===== src/rtl/bbcal_pkg.sv =====
package bbcal_pkg;

    typedef enum logic [1:0] {
        ST_IDLE   = 2'd0,
        ST_OFFSET = 2'd1,
        ST_SETTLE = 2'd2
    } cal_state_t;

endpackage


===== src/rtl/bbcal_step.sv =====
// Saturating one-LSB step of the DAC code.
module bbcal_step #(
    parameter int W = 6
) (
    input  logic [W-1:0] code_i,
    input  logic         up_i,
    output logic [W-1:0] code_o
);
    localparam logic [W-1:0] TOP = {W{1'b1}};

    always_comb begin
        if (up_i) begin
            code_o = (code_i == TOP) ? code_i : code_i + W'(1);
        end else begin
            code_o = (code_i == '0) ? code_i : code_i - W'(1);
        end
    end
endmodule


===== src/rtl/bbcal_revtrack.sv =====
// Tracks a streak of consecutive direction reversals.
module bbcal_revtrack #(
    parameter int REV_W     = 2,
    parameter int LOCK_REVS = 3
) (
    input  logic             have_last_i,
    input  logic             last_up_i,
    input  logic             up_i,
    input  logic [REV_W-1:0] revs_i,
    output logic [REV_W-1:0] revs_o,
    output logic             lock_o
);
    logic flip;

    always_comb begin
        flip   = have_last_i && (last_up_i != up_i);
        revs_o = flip ? revs_i + REV_W'(1) : '0;
        lock_o = flip && (revs_i == REV_W'(LOCK_REVS - 1));
    end
endmodule


===== src/rtl/bbcal_ctrl.sv =====
module bbcal_ctrl
    import bbcal_pkg::*;
#(
    parameter int CODE_W     = 6,
    parameter int RESET_CODE = 32,
    parameter int OFS_CYC    = 3,
    parameter int SETTLE_CYC = 2,
    parameter int LOCK_REVS  = 3,
    parameter int MAX_STEPS  = 40
) (
    input  logic              clk,
    input  logic              rst_n,
    input  logic              cal_req,
    input  logic              cmp_up,
    output logic [CODE_W-1:0] dac_code,
    output logic              busy,
    output logic              locked,
    output logic              cal_err
);
    localparam int TMR_MAX = (OFS_CYC > SETTLE_CYC) ? OFS_CYC : SETTLE_CYC;
    localparam int TMR_W   = $clog2(TMR_MAX + 1);
    localparam int STEP_W  = $clog2(MAX_STEPS + 1);
    localparam int REV_W   = $clog2(LOCK_REVS + 1);

    localparam logic [TMR_W-1:0]  OFS_LOAD  = TMR_W'(OFS_CYC - 1);
    localparam logic [TMR_W-1:0]  SET_LOAD  = TMR_W'(SETTLE_CYC - 1);
    localparam logic [STEP_W-1:0] STEP_LAST = STEP_W'(MAX_STEPS - 1);

    typedef struct packed {
        cal_state_t        st;
        logic [CODE_W-1:0] code;
        logic [TMR_W-1:0]  tmr;
        logic [STEP_W-1:0] steps;
        logic [REV_W-1:0]  revs;
        logic              last_up;
        logic              have_last;
        logic              locked;
        logic              err;
    } regs_t;

    regs_t r_d, r_q;

    logic [CODE_W-1:0] stepped_code;
    logic [REV_W-1:0]  revs_nxt;
    logic              lock_hit;

    bbcal_step #(.W(CODE_W)) u_step (
        .code_i (r_q.code),
        .up_i   (cmp_up),
        .code_o (stepped_code)
    );

    bbcal_revtrack #(.REV_W(REV_W), .LOCK_REVS(LOCK_REVS)) u_rev (
        .have_last_i (r_q.have_last),
        .last_up_i   (r_q.last_up),
        .up_i        (cmp_up),
        .revs_i      (r_q.revs),
        .revs_o      (revs_nxt),
        .lock_o      (lock_hit)
    );

    always_comb begin
        r_d = r_q;
        unique case (r_q.st)
            ST_IDLE: begin
                if (cal_req) begin
                    r_d.st        = ST_OFFSET;
                    r_d.tmr       = OFS_LOAD;
                    r_d.steps     = '0;
                    r_d.revs      = '0;
                    r_d.have_last = 1'b0;
                    r_d.locked    = 1'b0;
                    r_d.err       = 1'b0;
                end
            end
            ST_OFFSET: begin
                if (r_q.tmr == '0) begin
                    r_d.st  = ST_SETTLE;
                    r_d.tmr = SET_LOAD;
                end else begin
                    r_d.tmr = r_q.tmr - TMR_W'(1);
                end
            end
            ST_SETTLE: begin
                if (r_q.tmr != '0) begin
                    r_d.tmr = r_q.tmr - TMR_W'(1);
                end else if (lock_hit) begin
                    r_d.st     = ST_IDLE;
                    r_d.locked = 1'b1;
                end else begin
                    r_d.code      = stepped_code;
                    r_d.last_up   = cmp_up;
                    r_d.have_last = 1'b1;
                    r_d.revs      = revs_nxt;
                    r_d.steps     = r_q.steps + STEP_W'(1);
                    r_d.tmr       = SET_LOAD;
                    if (r_q.steps == STEP_LAST) begin
                        r_d.st  = ST_IDLE;
                        r_d.err = 1'b1;
                    end
                end
            end
            default: r_d.st = ST_IDLE;
        endcase
    end

    always_ff @(posedge clk or negedge rst_n) begin
        if (!rst_n) begin
            r_q           <= '0;
            r_q.st        <= ST_IDLE;
            r_q.code      <= CODE_W'(RESET_CODE);
        end else begin
            r_q <= r_d;
        end
    end

    assign dac_code = r_q.code;
    assign busy     = (r_q.st != ST_IDLE);
    assign locked   = r_q.locked;
    assign cal_err  = r_q.err;

endmodule


===== config.mk =====
export PLATFORM = sky130hd
export DESIGN_NAME = bbcal_ctrl
export DESIGN_NICKNAME = d
export VERILOG_FILES = /design/src/rtl/bbcal_pkg.sv /design/src/rtl/bbcal_step.sv /design/src/rtl/bbcal_revtrack.sv /design/src/rtl/bbcal_ctrl.sv
export SDC_FILE = /design/constraint.sdc
export NUM_CORES = 1
export LEC_CHECK = 0
export BUFFER_PORTS_ARGS = -buffer_cell sky130_fd_sc_hd__buf_4
export CELL_PAD_IN_SITES_DETAIL_PLACEMENT = 0
export CELL_PAD_IN_SITES_GLOBAL_PLACEMENT = 1
export CORE_MARGIN = 1
export CORE_UTILIZATION = 35
export DETAILED_ROUTE_END_ITERATION = 10
export PLACE_DENSITY_LB_ADDON = 0.1
export SYNTH_ARGS = -nofsm -noshare
export SYNTH_HDL_FRONTEND = slang
export SYNTH_SLANG_ARGS = --single-unit

===== constraint.sdc =====
create_clock -name clk -period 2 [get_ports clk]
set_input_delay 0.1 -clock clk [delete_from_list [all_inputs] [get_ports clk]]
set_output_delay 0.1 -clock clk [all_outputs]
set_load 0.01 [all_outputs]

==> results of run 1 <==
flip-flops by register name, summed over array words and instances (netlist names):
| signal | flops |
|---|---|
| dac_code | 6 |
| locked | 1 |
| r_q | 14 |
| cal_err | 1 |
logic make-up after synthesis:
family / Yosys count / synth area share
and+or+nand+nor: 42 / 0.1636
AOI/OAI and AO/OA: 39 / 0.1993
DFF: 22 / 0.4031
buffers and inverters: 16 / 0.06672
adders and majority gates: 11 / 0.1060
xor gates and xnor gates: 7 / 0.04479
muxes: 2 / 0.01645
worst max-delay path, stage by stage (launching register included):
cell and delay [ps]:
dfrtp_1 390, inv_2 70, ha_1 150, or3b_4 410, a31oi_4 240, o211ai_4 170, nor4_4 280, xor2_1 160
final cells by class:
| cell class | count | area share |
|---|---|---|
| Sequential cell | 22 | 0.3405 |
| Inverter | 8 | 0.01853 |
| Clock inverter | 1 | 0.01853 |
| Timing Repair Buffer | 23 | 0.1081 |
| Tap cell | 48 | 0.03707 |
| Multi-Input combinational cell | 101 | 0.4517 |
| Clock buffer | 3 | 0.02548 |
power by group through the flow:
stage | logic (W) | clock network, W | registers [W]
finish | 0.00113 | 0.000416 | 0.000769
global placement | 0.00109 | 0 | 0.000774
CTS | 0.00111 | 0.000430 | 0.000771
floorplan | 0.000818 | 0 | 0.000730
detailed placement | 0.00110 | 0 | 0.000779
global route | 0.00128 | 0.000443 | 0.000802
layout by cell type, fill, tap and decap left out, drive strengths merged, types with 2 or more instances in the layout:
cell type	count
ha	10
buf	22
and3	3
mux2	2
a21o	3
a21oi	4
xor2	6
a211oi	3
dfrtp	21
nor3	3
o31ai	2
nand3	6
o21ai	17
nor4	4
clkbuf	3
a31oi	2
and2	2
nor2	7
nand2	13
inv	8
o22a	3
worst paths after layout:
path,start,to,slack [ps],depth (start not counted)
min in group asynchronous,rst_n,r_q[9]$_DFFE_PN0P_,250,2
worst min register to register,r_q[5]$_DFFE_PN0P_,r_q[5]$_DFFE_PN0P_,510,2
worst max-delay path,r_q[20]$_DFFE_PN0P_,dac_code[5]$_DFFE_PN1P_,60,7
worst max register to register,r_q[20]$_DFFE_PN0P_,dac_code[5]$_DFFE_PN1P_,60,7
worst min-delay path,cmp_up,r_q[3]$_DFFE_PN0P_,130,2
max in group asynchronous,rst_n,dac_code[5]$_DFFE_PN1P_,1470,2
layer usage:
| metal | share of wire | up-vias | routed length, µm |
|---|---|---|---|
| met3 | 0.019 | 2 | 51 |
| met2 | 0.50 | 10 | 1342 |
| li1 | - | 529 | - |
| met1 | 0.47 | 488 | 1275 |
| met5 | 0 | - | 0 |
| met4 | 0.013 | 0 | 34 |
through the flow:
| step | instances | total power (W) | util |
|---|---|---|---|
| 3_5_place_dp | 198 | 0.001883 | 0.4064 |
| 5_1_grt | 206 | 0.002527 | 0.4360 |
| 6_report | 206 | 0.002315 | 0.4360 |
| 3_3_place_gp | 198 | 0.001866 | 0.4064 |
| 4_1_cts | 203 | 0.002311 | 0.4283 |
| 2_1_floorplan | 139 | 0.001548 | - |
timing repair:
item	in CTS	in global routing
endpoints found under the hold margin	22	0
hold buffers	1	0
gates resized for setup	0	3
setup buffers	0	3
endpoints found under the setup margin	0	7
==> metrics.txt, run 1 <==
DIE HEIGHT 64.54 µm; Clock Skews approximately 9 ps; Worst EP required 2200 ps; Max Transition Viols Final 0; final worst slack 60.77 ps; Detail Placement HPWL 2073 µm; antenna violations before repair 0; htree depth 1; unrepaired setup endpoints after global routing true; cell area after layout 0.001620 mm²; met3 usage 0.02465; GRT met2 Usage 0.2658; setup TNS 0 ps; fin crit period around 1900 ps; Mapped Nets 154; die area 0.004165 mm²; power per cell area approximately 1400 mW/mm²; Switching Share 0.3896; placed inst area around 0.0015 mm²; root buffer cell clkbuf_8; met1 Use GR 0.1732; IO Count 13; Synth area leader dfrtp_1; CP max FO 7; Routed Antenna Nets 0; all-layer global routing usage 0.1490; vias in the first global route roughly 1100; drt initial violations 42; Ant. Diodes 0; multi-input logic area around 730 µm²; Post-Route WL between 2000 and 3000 µm; Area Growth Syn to Fin 18.37%; vias per cell between 4 and 5; sequential element share of the synthesized area 0.4031; Setup WS pre-CTS between 20 and 25 ps; crit start category flip-flop; top-count cell post-synth dfrtp_1; Initial Util 0.3684; Post-Synthesis Cells 139; Fillers between 300 and 400; # clock sinks 22; Clock Latency Late Sink ~260 ps; Peak VDD IR about 500 µV; row count 22; Crit. End Element flip-flop; clock share of power 0.180; Leak Pwr around 0.77 nW; largest cells by area after synthesis dfrtp_1 38%, ha_1 9.1%, o21ai_0 6.2%; Max Fclk 515.7 MHz; Async SR Flop Fraction 1.000; period utilization 0.9696; total grt overflow 0; Final Hold Viols 0; Least-Margin Pin Slew 384.3 ps; first-pass iteration count of the detailed router 4; maxcap violations 0; synthesized cell area 0.001369 mm²; combinational share of power 0.488; share of layout cells above drive strength 1 0.2342; Clock transition at path regs around 90 ps; sequential fraction of design power 0.332; EDFF count, synth 0; Commonest cells post-synth 21 x dfrtp_1, 17 x o21ai_0, 13 x nand2_1; Relative slew margins 0.7423; core area between 0.003 and 0.004 mm²; Residual DRC 0; first-pass GRT wire length a little under 5000 µm; routed len/inst about 13 µm; min-delay worst type in2reg; nets between 150 and 200; Synth Area per Inst approximately 9.8 µm²; clk buf depth 2; Synth Flop Type dfrtp_1; Syn. warnings 0; register area about 550 µm²; critical path class reg2reg; Final setup viols 0; status completed; Die W 64.54 µm; worst path arrival time approximately 2100 ps; via count 1029; largest net degree at the start of global routing 23; port buffer count 12; GR peak layer met2; CTS tree done; Psw 0.0009021 W; post-synth cell types 38; worst hold slack approximately 130 ps; synthesized flop and latch total 22; routability congestion estimate roughly 0.72; total CTS buffers 3; post-synth top area share 0.3839; internal power between 0.001 and 0.0015 W
Note: power is estimated with default switching activity, not from simulation.
==> run 2, diff against run 1 <==
CAP_MARGIN = 0   (was unset)
clock period = 2.5 ns   (was 2 ns; I/O delays follow)
==> run 2 against run 1 <==
Via count shrank 1.2%. Largest power group unchanged. Highest routed layer unchanged. Non-clock buffer count shrank 10. Die area unchanged. Wire length down 4.4%. Worst hold slack gained 25 ps. Power is 24% lower. Core utilization down 2.0 points.
==> metrics.txt, run 2 (same netlist as run 1, synthesis figures left out) <==
status completed; Crit. End Element flip-flop; CP max FO 9; Max Transition Viols Final 0; IO Count 13; crit start category flip-flop; Peak VDD IR about 360 µV; DIE HEIGHT ~65 µm; Clock Skews 5.858 ps; first-pass iteration count of the detailed router 4; clk buf depth 2; min-delay worst type in2reg; Least-Margin Pin Slew 471.0 ps; placed inst area between 0.001 and 0.0015 mm²; Relative slew margins 0.6831; die area 0.004165 mm²; worst path arrival time between 2000 and 2500 ps; row count 22; htree depth 1; fin crit period 2225 ps; Routed Antenna Nets 0; Cell Chain, Critical Path inv_1, ha_1, or3b_4, a31oi_4, o211ai_4, nor4_4, xor2_1; period utilization 0.8901; maxcap violations 0; total grt overflow 0; Fillers 378; Initial Util 0.3684; Max Fclk 449.4 MHz; Clock Latency Late Sink 270 ps; Residual DRC 0; vias in the first global route 1008; antenna violations before repair 0; unrepaired setup endpoints after global routing false; root buffer cell clkbuf_8; port buffer count 12; Post-Route WL approximately 2600 µm; most frequent cells in the layout 21 x dfrtp_1, 17 x o21ai_0, 13 x nand2_1; # clock sinks 22; CTS tree done; Leak Pwr ~0.7 nW; total CTS buffers 3; Area Growth Syn to Fin 12.89%; via count just over 1000; cell area after layout approximately 0.0015 mm²; share of layout cells above drive strength 1 0.1757; Worst EP required roughly 2700 ps; Crit-path slowest cell or3b_4; largest net degree at the start of global routing 23; Detail Placement HPWL 1963 µm; setup TNS 0 ps; Clock transition at path regs 90 ps; drt initial violations 62; Largest Register r_q; most common cell after layout, fill and taps aside dfrtp_1; critical path class reg2reg; Final Hold Viols 0; Ant. Diodes 0; power per cell area ~1100 mW/mm²; vias per cell 5.189; first-pass GRT wire length ~4600 µm; routability congestion estimate 0.7181; Critical Path Max Stage Delay roughly 450 ps; core area about 0.0037 mm²; routed len/inst ~13 µm; max reg flops 14; nets approximately 160; Final setup viols 0; Die W approximately 65 µm; all-layer global routing usage 0.1453
## run 2: cell types whose count changed in the layout (fill, tap and decap cells not counted), sizes merged
cell / before / now
buf: 22 / 12
## run 2: repair_timing
action | CTS | global route
buffers inserted | 0 | 0
endpoints found under the hold margin | 21 | 0
resized for setup | 0 | 1
endpoints found under the setup margin | 0 | 1
hold buffers | 1 | 0
## run 2: cell type report
class                   instances  area [µm²]  area share
multi-input cells             101       732.0      0.4737
inverters                       8       30.03     0.01943
clock buffers                   3       41.29     0.02672
well taps                      48       60.06     0.03887
clock inverters                 1       30.03     0.01943
flip-flops and latches         22       551.8      0.3571
repair buffers                 13       100.1     0.06478
## run 2: power by group
group / switching [W] / leakage, nW / total, W / internal [W]
clock network: 0.000123 / 0.0357 / 0.000337 / 0.000214
logic: 0.000438 / 0.376 / 0.000799 / 0.000361
registers: 0.000139 / 0.283 / 0.000613 / 0.000474
## run 2: final timing paths
path                                     start                       to  slack (ps)  depth (start not counted)
max                        r_q[20]$_DFFE_PN0P_  dac_code[5]$_DFFE_PN1P_         270                          7
min                                     cmp_up       r_q[3]$_DFFE_PN0P_         150                          2
max reg2reg                r_q[20]$_DFFE_PN0P_  dac_code[5]$_DFFE_PN1P_         270                          7
min reg2reg                 r_q[5]$_DFFE_PN0P_       r_q[5]$_DFFE_PN0P_         490                          2
max in group asynchronous                rst_n  dac_code[5]$_DFFE_PN1P_        1950                          2
min in group asynchronous                rst_n      r_q[11]$_DFFE_PN0P_         270                          2
## run 2: critical path: cells and delay by family (launching register included)
kind                       cells  cell delay (ps)
DFF                            1              400
adders and majority gates      1              320
AOI/OAI and AO/OA              2              400
and+or+nand+nor                2              750
xor gates and xnor gates       1              170
buffers and inverters          1              100
## run 2: through the flow
stage	cells	total power, W	hold WS [ps]	util	setup slack (ps)
floorplan	139	0.001239	-170.6	-	503.3
global placement	191	0.001408	34.93	0.3923	273.5
detailed placement	191	0.001420	37.68	0.3923	206.7
CTS	196	0.001761	147.3	0.4141	184.9
global route	196	0.001908	148.6	0.4158	120.5
finish	196	0.001749	151.7	0.4158	274.8
## run 2: per-layer routing
layer | track usage | share of wire
met5 | 0 | 0
met4 | 0.06667 | 0.019
met3 | 0.02289 | 0.034
met2 | 0.2474 | 0.48
met1 | 0.1789 | 0.47
==> run 3, diff against run 2 <==
--- a/config.mk
+++ b/config.mk
@@ -8,10 +8,7 @@
 export BUFFER_PORTS_ARGS = -buffer_cell sky130_fd_sc_hd__buf_4
 export CAP_MARGIN = 0
-export CELL_PAD_IN_SITES_DETAIL_PLACEMENT = 0
-export CELL_PAD_IN_SITES_GLOBAL_PLACEMENT = 1
 export CORE_MARGIN = 1
 export CORE_UTILIZATION = 35
 export DETAILED_ROUTE_END_ITERATION = 10
-export PLACE_DENSITY_LB_ADDON = 0.1
 export SYNTH_ARGS = -nofsm -noshare
 export SYNTH_HDL_FRONTEND = slang
==> constraint.sdc (replaced) <==
create_clock -name clk -period 2.5 [get_ports clk]
set_input_delay 0.5 -clock clk [delete_from_list [all_inputs] [get_ports clk]]
set_output_delay 0.5 -clock clk [all_outputs]
set_load 0.01 [all_outputs]
==> run 3 against run 2 <==
Power is 5.5% lower. Register-to-register slack worse by 60 ps. First-iteration DRC count is 34% lower. Via count stayed put. Combinational power is 0.6% lower. Cell area is 2.1% lower. Global-route usage is 0.88 points lower. Fmax is 2.5% lower. Clock power is 26% lower. Sequential cell count stayed put. Wire length is 3.0% lower. Sequential share of layout area is 0.77 points higher. Critical path type unchanged. Largest cell class unchanged. Largest power group unchanged. Highest routed layer unchanged.
==> metrics.txt, run 3 (same netlist as run 1, synthesis figures left out) <==
Worst R2R End cal_err$_DFFE_PN0P_; Peak VDD IR around 430 µV; routability congestion estimate ~0.82; R2R Setup Slk around 220 ps; min-delay worst type in2async; Die W 64.54 µm; crit start category flip-flop; die area roughly 0.0042 mm²; CP max FO 11; Crit-path slowest cell or3b_4; Max Fclk between 400 and 500 MHz; total CTS buffers 3; number of post-CTS setup repair buffers 0; all-layer global routing usage 0.1365; crit-path leading delay family compound AO/OA/AOI/OAI gates; setup TNS 0 ps; Area Growth Syn to Fin 10.51%; worst hold slack 110.8 ps; power per cell area roughly 1100 mW/mm²; clk buf depth 2; Max Transition Viols Final 0; Routed Antenna Nets 0; htree depth 1; vias per cell about 5.2; vias in the first global route ~1000; first-pass iteration count of the detailed router 4; nets about 160; Clock Latency Late Sink 260 ps; # resized after CTS 0; cell total after placement 191; most common cell after layout, fill and taps aside dfrtp_1; drt initial violations between 40 and 50; reg-to-reg startpoint r_q[20]$_DFFE_PN0P_; status completed; share of layout cells above drive strength 1 0.1701; Post-Route WL around 2500 µm; unrepaired setup endpoints after global routing false; post-route insts no fill around 200; Detail Placement HPWL just under 2000 µm; Reg2Reg Depth 7; fin crit period roughly 2300 ps; Leak Pwr a little under 0.7 nW; worst path arrival time approximately 2400 ps; row count 22; DIE HEIGHT around 65 µm; Clock transition at path regs 80 ps; Cell Chain, Critical Path inv_1, ha_1, or3b_4, a31oi_4, o22ai_1, o21ai_0, o31ai_1; max reg flops 14; Residual DRC 0; via count between 1000 and 1500; Final Hold Viols 0; most frequent cells in the layout 21 x dfrtp_1, 17 x o21ai_0, 13 x nand2_1; Ant. Diodes 0; Initial Util 0.3684; Util after Layout 0.4071; Largest Register r_q; Buf/Inv on CP 1; first-pass GRT wire length 4464 µm; Critical Path Max Stage Delay 440 ps; critical path class reg2reg; Worst EP required about 2600 ps; Least-Margin Pin Slew approximately 810 ps; root buffer cell clkbuf_8; Clock Skews ~1.9 ps; antenna violations before repair 0; Final setup viols 0; largest net degree at the start of global routing 23; Relative slew margins 0.4579; routed len/inst between 10 and 15 µm; port buffer count 12; # clock sinks 22; maxcap violations 0; CTS tree done; period utilization 0.9129; hold_buf cts 0; Crit. End Element flip-flop; total grt overflow 0; core area between 0.003 and 0.004 mm²; Fillers 377; IO Count 13
==> run 3: power by group <==
| part | internal, W | switching (W) |
|---|---|---|
| registers | 0.000474 | 0.000136 |
| logic | 0.000357 | 0.000437 |
| clock network | 0.000140 | 0.000108 |
| total | 0.000971 | 0.000681 |
==> run 3: per-stage QoR <==
stage                     worst slack [ps]  power, W  instance area, µm²
after floorplan                      503.3  0.001239                1369
after global placement               312.2  0.001379                1458
after global routing                 39.44  0.001815                1513
after detailed placement             231.0  0.001415                1458
after CTS                            220.6  0.001673                1513
final                                217.8  0.001652                1513
==> run 3: worst max path at each step <==
stage	slack, ps	startpoint	to	cells past startpoint
floorplan	500	r_q[20]$_DFFE_PN0P_	dac_code[5]$_DFFE_PN1P_	8
global placement	310	r_q[20]$_DFFE_PN0P_	cal_err$_DFFE_PN0P_	7
detailed placement	230	r_q[20]$_DFFE_PN0P_	cal_err$_DFFE_PN0P_	7
CTS	220	r_q[20]$_DFFE_PN0P_	cal_err$_DFFE_PN0P_	7
global route	40	r_q[20]$_DFFE_PN0P_	cal_err$_DFFE_PN0P_	7
finish	220	r_q[20]$_DFFE_PN0P_	cal_err$_DFFE_PN0P_	7
==> run 3: area by class of cell <==
type / instances / area [µm²] / share of cell area
Sequential cell: 22 / 551.8 / 0.3648
Multi-Input combinational cell: 101 / 725.7 / 0.4797
Clock buffer: 4 / 55.05 / 0.03639
Inverter: 8 / 30.03 / 0.01985
Timing Repair Buffer: 12 / 90.09 / 0.05955
Tap cell: 48 / 60.06 / 0.03970
==> run 3: metal layers <==
layer,up-vias,wire length [µm],GRT usage
met1,490,1159,0.1665
li1,505,-,-
met3,4,67,0.02113
met2,18,1251,0.2408
met4,0,28,0.05000
met5,-,0,0
